File: config.mk
export PLATFORM = sky130hd
export DESIGN_NAME = fcmd_decoder
export DESIGN_NICKNAME = d
export VERILOG_FILES = /design/src/rtl/fcmd_pkg.sv /design/src/rtl/fcmd_field.sv /design/src/rtl/fcmd_pdata.sv /design/src/rtl/fcmd_fsm.sv /design/src/rtl/fcmd_decoder.sv
export SDC_FILE = /design/constraint.sdc
export NUM_CORES = 1
export LEC_CHECK = 0
export BUFFER_PORTS_ARGS = -buffer_cell sky130_fd_sc_hd__buf_2
export CAP_MARGIN = 20
export CORE_MARGIN = 2
export CORE_UTILIZATION = 57
export DETAILED_ROUTE_END_ITERATION = 6
export HOLD_SLACK_MARGIN = 0.05
export PLACE_DENSITY = 0.9
export SYNTH_ARGS = -nofsm -noshare
export SYNTH_HDL_FRONTEND = slang
export SYNTH_HIERARCHICAL = 1
export SYNTH_SLANG_ARGS = --single-unit
File: constraint.sdc
create_clock -name clk_i -period 4.7 [get_ports clk_i]
set_clock_uncertainty 0.05 [all_clocks]
set_input_delay 0.235 -clock clk_i [delete_from_list [all_inputs] [get_ports clk_i]]
set_output_delay 0.235 -clock clk_i [all_outputs]
set_load 0.02 [all_outputs]
File: src/rtl/fcmd_pkg.sv
package fcmd_pkg;
  localparam logic [7:0] C_RESET = 8'hF0;
  localparam logic [7:0] C_UL1   = 8'hAA;
  localparam logic [7:0] C_UL2   = 8'h55;
  localparam logic [7:0] C_ID    = 8'h90;
  localparam logic [7:0] C_ID2   = 8'h00;
  localparam logic [7:0] C_PROG  = 8'hA0;
  localparam logic [7:0] C_ERASE = 8'h80;
  localparam logic [7:0] C_PROT  = 8'h9A;
  localparam logic [7:0] C_PAGE  = 8'h40;
  localparam logic [7:0] C_BLOCK = 8'h30;
  localparam logic [7:0] C_AREA  = 8'h20;
  localparam logic [7:0] C_CODE  = 8'h11;
  localparam logic [7:0] C_CHIP  = 8'h10;

  typedef enum logic [3:0] {
    OP_RESET = 4'd0, OP_ID = 4'd1, OP_PROG = 4'd2, OP_PAGE = 4'd3, OP_BLOCK = 4'd4,
    OP_AREA = 4'd5, OP_CODE = 4'd6, OP_CHIP = 4'd7, OP_PROT = 4'd8
  } op_e;

  typedef enum logic [3:0] {
    ST_IDLE, ST_UL2, ST_CMD, ST_IDA, ST_IDW, ST_PROT, ST_PROG, ST_ER4, ST_ER5, ST_ER6
  } st_e;
endpackage

File: src/rtl/fcmd_field.sv
module fcmd_field #(
  parameter int CF_W = 8
) (
  input  logic [CF_W-1:0] field_i,
  output logic            f55_o,
  output logic            faa_o
);
  assign f55_o = (field_i == CF_W'(8'h55));
  assign faa_o = (field_i == CF_W'(8'hAA));
endmodule

File: src/rtl/fcmd_pdata.sv
module fcmd_pdata #(
  parameter int DW     = 32,
  parameter int NWORDS = 4,
  localparam int IDXW  = (NWORDS > 1) ? $clog2(NWORDS) : 1
) (
  input  logic                 clk_i,
  input  logic                 rst_ni,
  input  logic                 we_i,
  input  logic [IDXW-1:0]      idx_i,
  input  logic [DW-1:0]        data_i,
  output logic [DW*NWORDS-1:0] words_o
);
  for (genvar g = 0; g < NWORDS; g++) begin : g_word
    logic [DW-1:0] w_q;
    always_ff @(posedge clk_i or negedge rst_ni) begin
      if (!rst_ni)                                w_q <= '0;
      else if (we_i && idx_i == IDXW'(g))         w_q <= data_i;
    end
    assign words_o[g*DW +: DW] = w_q;
  end
endmodule

File: src/rtl/fcmd_fsm.sv
module fcmd_fsm
  import fcmd_pkg::*;
#(
  parameter int AW     = 32,
  parameter int NWORDS = 4,
  localparam int IDXW  = (NWORDS > 1) ? $clog2(NWORDS) : 1
) (
  input  logic            clk_i,
  input  logic            rst_ni,
  input  logic            acc_i,
  input  logic            rd_valid_i,
  input  logic [AW-1:0]   addr_i,
  input  logic [7:0]      code_i,
  input  logic            f55_i,
  input  logic            faa_i,
  output logic            fire_o,
  output op_e             op_o,
  output logic            we_o,
  output logic [IDXW-1:0] idx_o,
  output logic            id_wait_o
);
  localparam logic [IDXW-1:0] LAST = IDXW'(NWORDS - 1);

  st_e             st_q, st_d;
  logic [IDXW-1:0] cnt_q, cnt_d;
  logic [AW-1:0]   paddr_q, paddr_d;

  always_comb begin
    st_d = st_q; cnt_d = cnt_q; paddr_d = paddr_q;
    fire_o = 1'b0; op_o = OP_RESET; we_o = 1'b0;
    if (st_q == ST_IDW && rd_valid_i) st_d = ST_IDLE;
    if (acc_i) begin
      if (code_i == C_RESET && st_q != ST_PROG) begin
        fire_o = 1'b1; op_o = OP_RESET; st_d = ST_IDLE;
      end else begin
        st_d = ST_IDLE;  // any mismatch aborts
        case (st_q)
          ST_IDLE: if (code_i == C_UL1 && f55_i) st_d = ST_UL2;
          ST_UL2:  if (code_i == C_UL2 && faa_i) st_d = ST_CMD;
          ST_CMD: if (f55_i) begin
            case (code_i)
              C_ID:    st_d = ST_IDA;
              C_PROG:  begin st_d = ST_PROG; cnt_d = '0; end
              C_ERASE: st_d = ST_ER4;
              C_PROT:  st_d = ST_PROT;
              default: st_d = ST_IDLE;
            endcase
          end
          ST_IDA: if (code_i == C_ID2) begin
            fire_o = 1'b1; op_o = OP_ID; st_d = ST_IDW;
          end
          ST_PROT: if (code_i == C_PROT) begin
            fire_o = 1'b1; op_o = OP_PROT;
          end
          ST_PROG: if (cnt_q == '0 || addr_i == paddr_q) begin
            we_o = 1'b1;
            if (cnt_q == '0) paddr_d = addr_i;
            if (cnt_q == LAST) begin
              fire_o = 1'b1; op_o = OP_PROG;
            end else begin
              cnt_d = cnt_q + IDXW'(1); st_d = ST_PROG;
            end
          end
          ST_ER4: if (code_i == C_UL1 && f55_i) st_d = ST_ER5;
          ST_ER5: if (code_i == C_UL2 && faa_i) st_d = ST_ER6;
          ST_ER6: begin
            fire_o = 1'b1;
            if      (code_i == C_PAGE)          op_o = OP_PAGE;
            else if (code_i == C_BLOCK)         op_o = OP_BLOCK;
            else if (code_i == C_AREA)          op_o = OP_AREA;
            else if (code_i == C_CODE && f55_i) op_o = OP_CODE;
            else if (code_i == C_CHIP && f55_i) op_o = OP_CHIP;
            else                                fire_o = 1'b0;
          end
          default: st_d = ST_IDLE;
        endcase
      end
    end
  end

  always_ff @(posedge clk_i or negedge rst_ni) begin
    if (!rst_ni) begin
      st_q <= ST_IDLE; cnt_q <= '0; paddr_q <= '0;
    end else begin
      st_q <= st_d; cnt_q <= cnt_d; paddr_q <= paddr_d;
    end
  end

  assign idx_o     = cnt_q;
  assign id_wait_o = (st_q == ST_IDW);
endmodule

File: src/rtl/fcmd_decoder.sv
module fcmd_decoder
  import fcmd_pkg::*;
#(
  parameter int AW     = 32,
  parameter int DW     = 32,
  parameter int CF_LSB = 4,
  parameter int CF_W   = 8,
  parameter int NWORDS = 4,
  localparam int IDXW  = (NWORDS > 1) ? $clog2(NWORDS) : 1
) (
  input  logic                 clk_i,
  input  logic                 rst_ni,
  input  logic                 wr_valid_i,
  input  logic [AW-1:0]        wr_addr_i,
  input  logic [DW-1:0]        wr_data_i,
  input  logic                 rd_valid_i,
  input  logic                 busy_i,
  output logic                 op_valid_o,
  output logic [3:0]           op_code_o,
  output logic [AW-1:0]        op_addr_o,
  output logic [DW*NWORDS-1:0] op_data_o,
  output logic                 id_sel_o
);
  logic            acc, f55, faa, fire, we;
  op_e             op;
  logic [IDXW-1:0] idx;

  assign acc = wr_valid_i && !busy_i;

  fcmd_field #(.CF_W(CF_W)) u_field (
    .field_i(wr_addr_i[CF_LSB +: CF_W]), .f55_o(f55), .faa_o(faa)
  );

  fcmd_fsm #(.AW(AW), .NWORDS(NWORDS)) u_fsm (
    .clk_i, .rst_ni, .acc_i(acc), .rd_valid_i, .addr_i(wr_addr_i),
    .code_i(wr_data_i[7:0]), .f55_i(f55), .faa_i(faa),
    .fire_o(fire), .op_o(op), .we_o(we), .idx_o(idx), .id_wait_o(id_sel_o)
  );

  fcmd_pdata #(.DW(DW), .NWORDS(NWORDS)) u_pdata (
    .clk_i, .rst_ni, .we_i(we), .idx_i(idx), .data_i(wr_data_i), .words_o(op_data_o)
  );

  always_ff @(posedge clk_i or negedge rst_ni) begin
    if (!rst_ni) begin
      op_valid_o <= 1'b0; op_code_o <= 4'd0; op_addr_o <= '0;
    end else begin
      op_valid_o <= fire;
      if (fire) begin
        op_code_o <= op;
        op_addr_o <= wr_addr_i;
      end
    end
  end
endmodule

==> results.json, run 1 <==
{
  "status": "finished, final reports clean",
  "portBuffers": 234,
  "leakagePower_nw": 6.11,
  "die_h_um": 127,
  "power_w": 0.00363,
  "cts_tree": "built",
  "yosysTopAreaCell": "dfrtp_1",
  "r2r-start": "u_fsm/st_q[2]$_DFFE_PN0P_",
  "worstSetupEndpointType": "flop",
  "timing.final.hold_violations": 0,
  "design_area_um2": 11200,
  "cts.repair.resized": 0,
  "max_freq_mhz": 281,
  "worst_ep_arrival_time_ns": 3.89,
  "synth.net_count": 651,
  "synth_seq_area_share_pct": 58.8,
  "place.gp.congestion": 0.856,
  "cp-start-kind": "primary input",
  "netlist_instances": 580,
  "wirelength_um": 23000,
  "cp.required_ns": 5.03,
  "synthMostInstantiatedCell": "dfrtp_1",
  "setup_total_negative_slack_ns": 0,
  "power_density_nw_per_um2": 324,
  "rr_worst_depth": 6,
  "root_buffer": "clkbuf_16",
  "cts_inserted_buffers": 21,
  "synth_commonest_cells": "dfrtp_1 (203), mux2_2 (163), xnor2_1 (32)",
  "clock_sinks": 203,
  "grt_pass1_vias": 6359,
  "irDropWorstVdd_uv": 345,
  "initial_core_util_pct": 59.0,
  "synth_top_area_share_pct": 58.8,
  "grt_pass1_wl_um": 35800,
  "drv_cap": 0,
  "synth_area_um2": 8640,
  "worstHoldEndpoint": "u_fsm/st_q[3]$_DFFE_PN0P_",
  "antenna_found_initial": 0,
  "cpMaxStageDelayCell": "or4bb_1",
  "dp_cells": 979,
  "relSlewSlack_pct": 37.6,
  "grt_setup_unrepaired": "false",
  "die_x_um": 127,
  "crit_type": "in -> reg",
  "diodes": 0,
  "setup_violations": 0,
  "synth_seq_cells": 203,
  "drv_slew": 0,
  "h-tree-depth": 1,
  "layout-drive-gt1-share_pct": 53.6,
  "pin_count": 235,
  "finalCritPeriodShare_pct": 75.7,
  "nets": 947,
  "clk_latency_ns": 0.50,
  "wire_per_inst_um": 21.5,
  "ant_nets": 0,
  "grt_max_degree": 114,
  "die_area_um2": 16200,
  "syn_to_final_growth_pct": 29.8,
  "hp-start": "busy_i",
  "postSynthAreaPerCell_um2": 14.9,
  "synth_edf_count": 0,
  "synthFlopType": "dfrtp_1",
  "grt_usage_pct": 28.3,
  "first_pass_iters": 5,
  "clockBufferDepth": 3,
  "post-route-min-period_ns": 3.56,
  "grt.overflow.total": 0,
  "crit_path_cell_trace": "dlygate4sd3_1 > buf_2 > or4bb_1 > nor2_1 > nor2b_1 > or3b_2 > a21oi_1 > o31a_2 > buf_4 > mux2_2",
  "yosysWarningCount": 6,
  "yosys-top-cells-area": "dfrtp_1 (59%), mux2_2 (21%), mux2_4 (5.2%), xnor2_1 (3.2%), nand4_1 (0.72%)",
  "cp_max_fo": 17,
  "placed_cell_area_um2": 9950,
  "vias_per_cell": 5.67,
  "hp-class": "in -> reg",
  "r2r_setup_slack_ns": 1.44,
  "async_reset_ff_share_pct": 100,
  "vias": 6074,
  "postCtsSetupRepairBufs": 0,
  "fillers": 841,
  "dp_hpwl_um": 13600,
  "r2r_end": "u_pdata/g_word[2].w_q[3]$_DFFE_PN0P_",
  "cpPeakStageDelay_ns": 0.56,
  "instances_no_fill": 1072,
  "worst_pin_slew_ns": 0.923,
  "core_um2": 14600,
  "synth_cell_types": 50,
  "clkTransAtPathRegs_ns": 0.07,
  "drt_iter0_drc": 298,
  "holdPathStages": 3,
  "post-route-drc-count": 0,
  "fp-row-count": 44
}
## logic make-up (layout without fill, tap and decap cells)
| family | Yosys count | in the layout | synth area share (%) |
|---|---|---|---|
| muxes | 198 | 198 | 27.1 |
| DFF | 203 | 203 | 58.8 |
| buffers and inverters | 37 | 345 | 2.59 |
| xor gates and xnor gates | 33 | 33 | 3.35 |
| AOI/OAI and AO/OA | 29 | 29 | 2.25 |
| and+or+nand+nor | 78 | 78 | 5.63 |
| adders and majority gates | 2 | 2 | 0.290 |
## cell usage in the layout, fill, tap and decap left out, types with 2 or more instances in the layout
| cell type | n |
|---|---|
| clkbuf_8 | 5 |
| nand3b_1 | 4 |
| a31oi_1 | 3 |
| inv_1 | 9 |
| mux2i_1 | 2 |
| nor4bb_1 | 2 |
| nand4bb_1 | 2 |
| mux2_2 | 163 |
| xnor2_1 | 32 |
| clkbuf_1 | 4 |
| and3_1 | 3 |
| mux2_4 | 30 |
| and4_1 | 2 |
| mux2_1 | 3 |
| clkinvlp_4 | 2 |
| nand2_1 | 8 |
| ha_1 | 2 |
| nor2b_1 | 5 |
| a21oi_1 | 8 |
| or4bb_1 | 2 |
| buf_2 | 233 |
| nor4_1 | 4 |
| nand3_1 | 6 |
| dfrtp_1 | 203 |
| dlygate4sd3_1 | 58 |
| clkbuf_16 | 21 |
| bufinv_16 | 2 |
| o22ai_1 | 2 |
| nand2b_1 | 3 |
| nand4_1 | 10 |
| o21ai_0 | 6 |
| a32oi_1 | 2 |
| nor3_1 | 5 |
| nor2_1 | 13 |
| buf_4 | 8 |
## report_power, final
part,total [W],internal (W),switching [W]
clock network,0.00168,0.000994,0.000682
logic,0.000195,0.0000846,0.000110
registers,0.00176,0.00175,0.00000601
## flip-flops by register name (all words and copies together) (netlist names)
| signal | count |
|---|---|
| u_pdata/g_word.w_q | 128 |
| u_fsm/paddr_q | 32 |
| op_code_o | 4 |
| u_fsm/st_q | 4 |
| op_valid_o | 1 |
| u_fsm/idx_o | 2 |
| op_addr_o | 32 |
## what timing repair did
item,CTS,global route
endpoints found under the hold margin,250,0
setup endpoints to repair,0,0
hold buffers,58,0
## stage by stage
| step | setup slack, ns | hold WS (ns) | util, % |
|---|---|---|---|
| 6_report | 1.14 | 0.0659 | 76.6 |
| 5_1_grt | 0.971 | 0.0793 | 76.6 |
| 4_1_cts | 1.24 | 0.0569 | 76.6 |
| 3_5_place_dp | 1.30 | 0.285 | 68.0 |
| 3_3_place_gp | 1.40 | 0.295 | 68.0 |
| 2_1_floorplan | 2.14 | -0.111 | - |
## worst max-delay path by stage
stage,start,end,slack [ns]
after global placement,wr_addr_i[11],op_addr_o[31]$_DFFE_PN0P_,1.40
after global routing,wr_addr_i[5],op_addr_o[0]$_DFFE_PN0P_,0.97
after detailed placement,wr_addr_i[11],op_addr_o[0]$_DFFE_PN0P_,1.30
final,wr_addr_i[11],op_addr_o[0]$_DFFE_PN0P_,1.14
after CTS,wr_addr_i[11],op_addr_o[0]$_DFFE_PN0P_,1.24
after floorplan,wr_addr_i[11],op_addr_o[10]$_DFFE_PN0P_,2.14
## critical path, delay by kind of cell
family,cells,cell delay [ns]
compound gates,2,0.64
buf+inv,3,1.09
mux,1,0.38
simple gates,4,1.53
## per-layer routing
metal / part of all wire [%] / vias to the layer above / routed length (µm) / track usage, %
met3: 5.9 / 56 / 1360 / 4.94
met5: 0 / - / 0 / 0
met4: 3.4 / 0 / 776 / 9.57
li1: - / 2666 / - / -
met2: 52 / 259 / 11900 / 50.5
met1: 39 / 3093 / 8940 / 35.2
## area by class of cell
cell class,count,area [µm²],share of cell area [%]
Sequential cell,203,5080,45.3
Timing Repair Buffer,301,1840,16.4
Tap cell,184,230,2.05
Inverter,9,33.8,0.301
Clock inverter,6,88.8,0.792
Multi-Input combinational cell,340,3350,29.8
Clock buffer,29,596,5.31
Note: power is estimated with default switching activity, not from simulation.
==> run 2, diff against run 1 <==
--- a/config.mk
+++ b/config.mk
@@ -5,13 +5,14 @@
 export SDC_FILE = /design/constraint.sdc
 export NUM_CORES = 1
 export LEC_CHECK = 0
+export ABC_AREA = 1
 export BUFFER_PORTS_ARGS = -buffer_cell sky130_fd_sc_hd__buf_2
 export CAP_MARGIN = 20
 export CORE_MARGIN = 2
-export CORE_UTILIZATION = 57
+export CORE_UTILIZATION = 53
 export DETAILED_ROUTE_END_ITERATION = 6
 export HOLD_SLACK_MARGIN = 0.05
-export PLACE_DENSITY = 0.9
+export PLACE_DENSITY = 0.84
 export SYNTH_ARGS = -nofsm -noshare
 export SYNTH_HDL_FRONTEND = slang
 export SYNTH_HIERARCHICAL = 1
==> constraint.sdc (replaced) <==
create_clock -name clk_i -period 3.6 [get_ports clk_i]
set_clock_uncertainty 0.05 [all_clocks]
set_input_delay 0.18 -clock clk_i [delete_from_list [all_inputs] [get_ports clk_i]]
set_output_delay 0.18 -clock clk_i [all_outputs]
set_load 0.02 [all_outputs]
==> run 2 against run 1 <==
Net effect:
- non-clock buffer count increased by 15
- die area increased by 15%
- flip-flop and latch count unchanged
- first-iteration DRC count grew 130%
- utilization decreased by 7.6 points
- cell count is 47% higher
- critical path depth increased by 8
- wire length grew 15%
- power grew 27%
- critical path type unchanged
==> results.json, run 2 <==
{
  "status": "finished, final reports clean",
  "nets": 1408,
  "fin_util_pct": 69.0,
  "crit_path_cell_trace": "dlygate4sd3_1 > buf_2 > inv_1 > nand2_1 > nand2_1 > nand2_1 > nor2_1 > nand2_1 > nor2_1 > nand2_1 > nand2_1 > nand2_1 > nor2_4 > buf_4 > nand3_1 > buf_4 > nand2_1 > nand2_1",
  "post-route-drc-count": 0,
  "worstSetupEndpointType": "flop",
  "worst_pin_slew_ns": 0.868,
  "top_regs": "u_pdata/g_word.w_q (128), op_addr_o (32), u_fsm/paddr_q (32)",
  "synth_commonest_cells": "nand2_1 (465), dfrtp_1 (203), nand4_1 (101)",
  "grt.overflow.total": 0,
  "largest_register_ffs": 128,
  "h-tree-depth": 1,
  "grt_setup_unrepaired": "false",
  "cp_common_cell": "nand2_1",
  "drv_cap": 0,
  "grt_usage_pct": 28.4,
  "regMostFlops": "u_pdata/g_word.w_q",
  "synth_cell_types": 35,
  "irDropWorstVdd_uv": 334,
  "setup_violations": 0,
  "drv_slew": 0,
  "timing.final.hold_violations": 0,
  "postSynthAreaPerCell_um2": 8.74,
  "root_buffer": "clkbuf_16",
  "yosys-top-cells-area": "dfrtp_1 (55%), nand2_1 (19%), nand4_1 (6.8%), mux2_4 (3.6%), nand3_1 (2.4%)",
  "diodes": 0,
  "wire_per_inst_um": 16.7,
  "cp_max_fo": 49,
  "clkTransAtPathRegs_ns": 0.06,
  "cp-start-kind": "primary input",
  "die_x_um": 136,
  "max_freq_mhz": 374,
  "post-route-min-period_ns": 2.68,
  "grt_max_degree": 102,
  "setup_total_negative_slack_ns": 0,
  "netlist_instances": 1059,
  "clock_sinks": 203,
  "cp.required_ns": 3.93,
  "dp_hpwl_um": 16400,
  "vias": 8576,
  "core_um2": 17200,
  "cts.repair.resized": 0,
  "yosysWarningCount": 6,
  "vias_per_cell": 5.44,
  "fp-row-count": 48,
  "synthFlopType": "dfrtp_1",
  "cts_tree": "built",
  "cpMaxStageDelayCell": "dlygate4sd3_1",
  "crit_type": "in -> reg",
  "place.gp.congestion": 0.873,
  "worst-path-buf-inv": 5,
  "relSlewSlack_pct": 42.1,
  "first_pass_iters": 5,
  "cpPeakStageDelay_ns": 0.56,
  "clockBufferDepth": 3,
  "syn_to_final_growth_pct": 27.9,
  "synthMostInstantiatedCell": "nand2_1",
  "critPathTopFamily": "buffers and inverters",
  "clk_latency_ns": 0.49,
  "portBuffers": 234,
  "worst_ep_arrival_time_ns": 3.01,
  "finalCritPeriodShare_pct": 74.4,
  "cts_inserted_buffers": 21,
  "async_reset_ff_share_pct": 100,
  "synth_seq_area_share_pct": 54.9,
  "ant_nets": 0,
  "synth_seq_cells": 203,
  "grt_pass1_vias": 8548,
  "wirelength_um": 26400,
  "die_h_um": 136,
  "layout-drive-gt1-share_pct": 24.2,
  "synth.net_count": 1130,
  "layout_common_cells": "nand2_1 (465), buf_2 (233), dfrtp_1 (201)",
  "pin_count": 235,
  "yosysTopAreaCell": "dfrtp_1",
  "hp-class": "in -> reg",
  "antenna_found_initial": 0,
  "synth_edf_count": 0,
  "drt_iter0_drc": 673,
  "initial_core_util_pct": 53.9,
  "synth_area_um2": 9260,
  "synth_top_area_share_pct": 54.9,
  "postCtsSetupRepairBufs": 0,
  "leakagePower_nw": 6.94,
  "power_density_nw_per_um2": 389,
  "die_area_um2": 18500,
  "layout_commonest_cell": "nand2_1",
  "grt_pass1_wl_um": 42300
}
-- run 2: cell families after synthesis --
family                   synth area share (%)
adder cells (fa/ha/maj)                 0.270
flip-flops                               54.9
XOR/XNOR                                 2.18
AO/OA/AOI/OAI                            1.38
buffers and inverters                    5.84
multiplexers                             3.69
AND/OR/NAND/NOR                          31.8
-- run 2: path summary, 6_finish.rpt --
kind                                                        from                                     to  slack [ns]  cells past startpoint
setup / recovery                                    wr_addr_i[5]  u_pdata/g_word[2].w_q[16]$_DFFE_PN0P_        0.92                     18
hold / removal                                        wr_valid_i              u_fsm/st_q[1]$_DFFE_PN0P_         0.1                      5
setup reg to reg                    u_fsm/paddr_q[7]$_DFFE_PN0P_  u_pdata/g_word[2].w_q[16]$_DFFE_PN0P_        0.97                     14
hold reg to reg            u_pdata/g_word[0].w_q[29]$_DFFE_PN0P_  u_pdata/g_word[0].w_q[29]$_DFFE_PN0P_        0.41                      2
max in group asynchronous                                 rst_ni  u_pdata/g_word[3].w_q[13]$_DFFE_PN0P_        2.25                      3
min in group asynchronous                                 rst_ni               op_addr_o[5]$_DFFE_PN0P_        0.26                      2
-- run 2: through the flow --
step / hold slack [ns] / power, W / std cells / setup WS (ns) / instance area, µm²
global route: 0.130 / 0.00479 / 1577 / 0.627 / 11800
detailed placement: 0.283 / 0.00255 / 1472 / 1.00 / 10500
floorplan: -0.166 / 0.00240 / 1059 / 1.74 / 9260
finish: 0.0993 / 0.00461 / 1577 / 0.923 / 11800
CTS: 0.0815 / 0.00465 / 1577 / 0.965 / 11800
global placement: 0.279 / 0.00254 / 1472 / 1.07 / 10500
-- run 2: worst min-delay path, stage by stage --
cell and delay, ns:
buf_2 0.10, inv_1 0.05, nor2_1 0.12, nand2_1 0.10
nand2_1 0.04
-- run 2: power breakdown --
group          switching, W  internal [W]
Clock              0.000862       0.00118
Sequential       0.00000636       0.00229
Combinational      0.000160      0.000109
-- run 2: area by class of cell --
cell class | count | area, µm²
Multi-Input combinational cell | 745 | 3650
Inverter | 50 | 195
Tap cell | 225 | 282
Clock buffer | 32 | 617
Clock inverter | 6 | 33.8
Sequential cell | 203 | 5080
Timing Repair Buffer | 316 | 1990
Fill cell | 1277 | 5330
-- run 2: metal layers --
metal  GRT usage, %  up-vias  part of all wire, %
met5              0        -                    0
met4           12.4        0                  3.8
met3           6.60       88                  8.4
met2           45.9      420                   48
met1           36.8     4081                   40
li1               -     3987                    -
-- run 2: timing repair --
item / in CTS / in global routing
hold endpoints to repair: 295 / 0
hold buffers: 67 / 0
setup endpoints to repair: 0 / 0
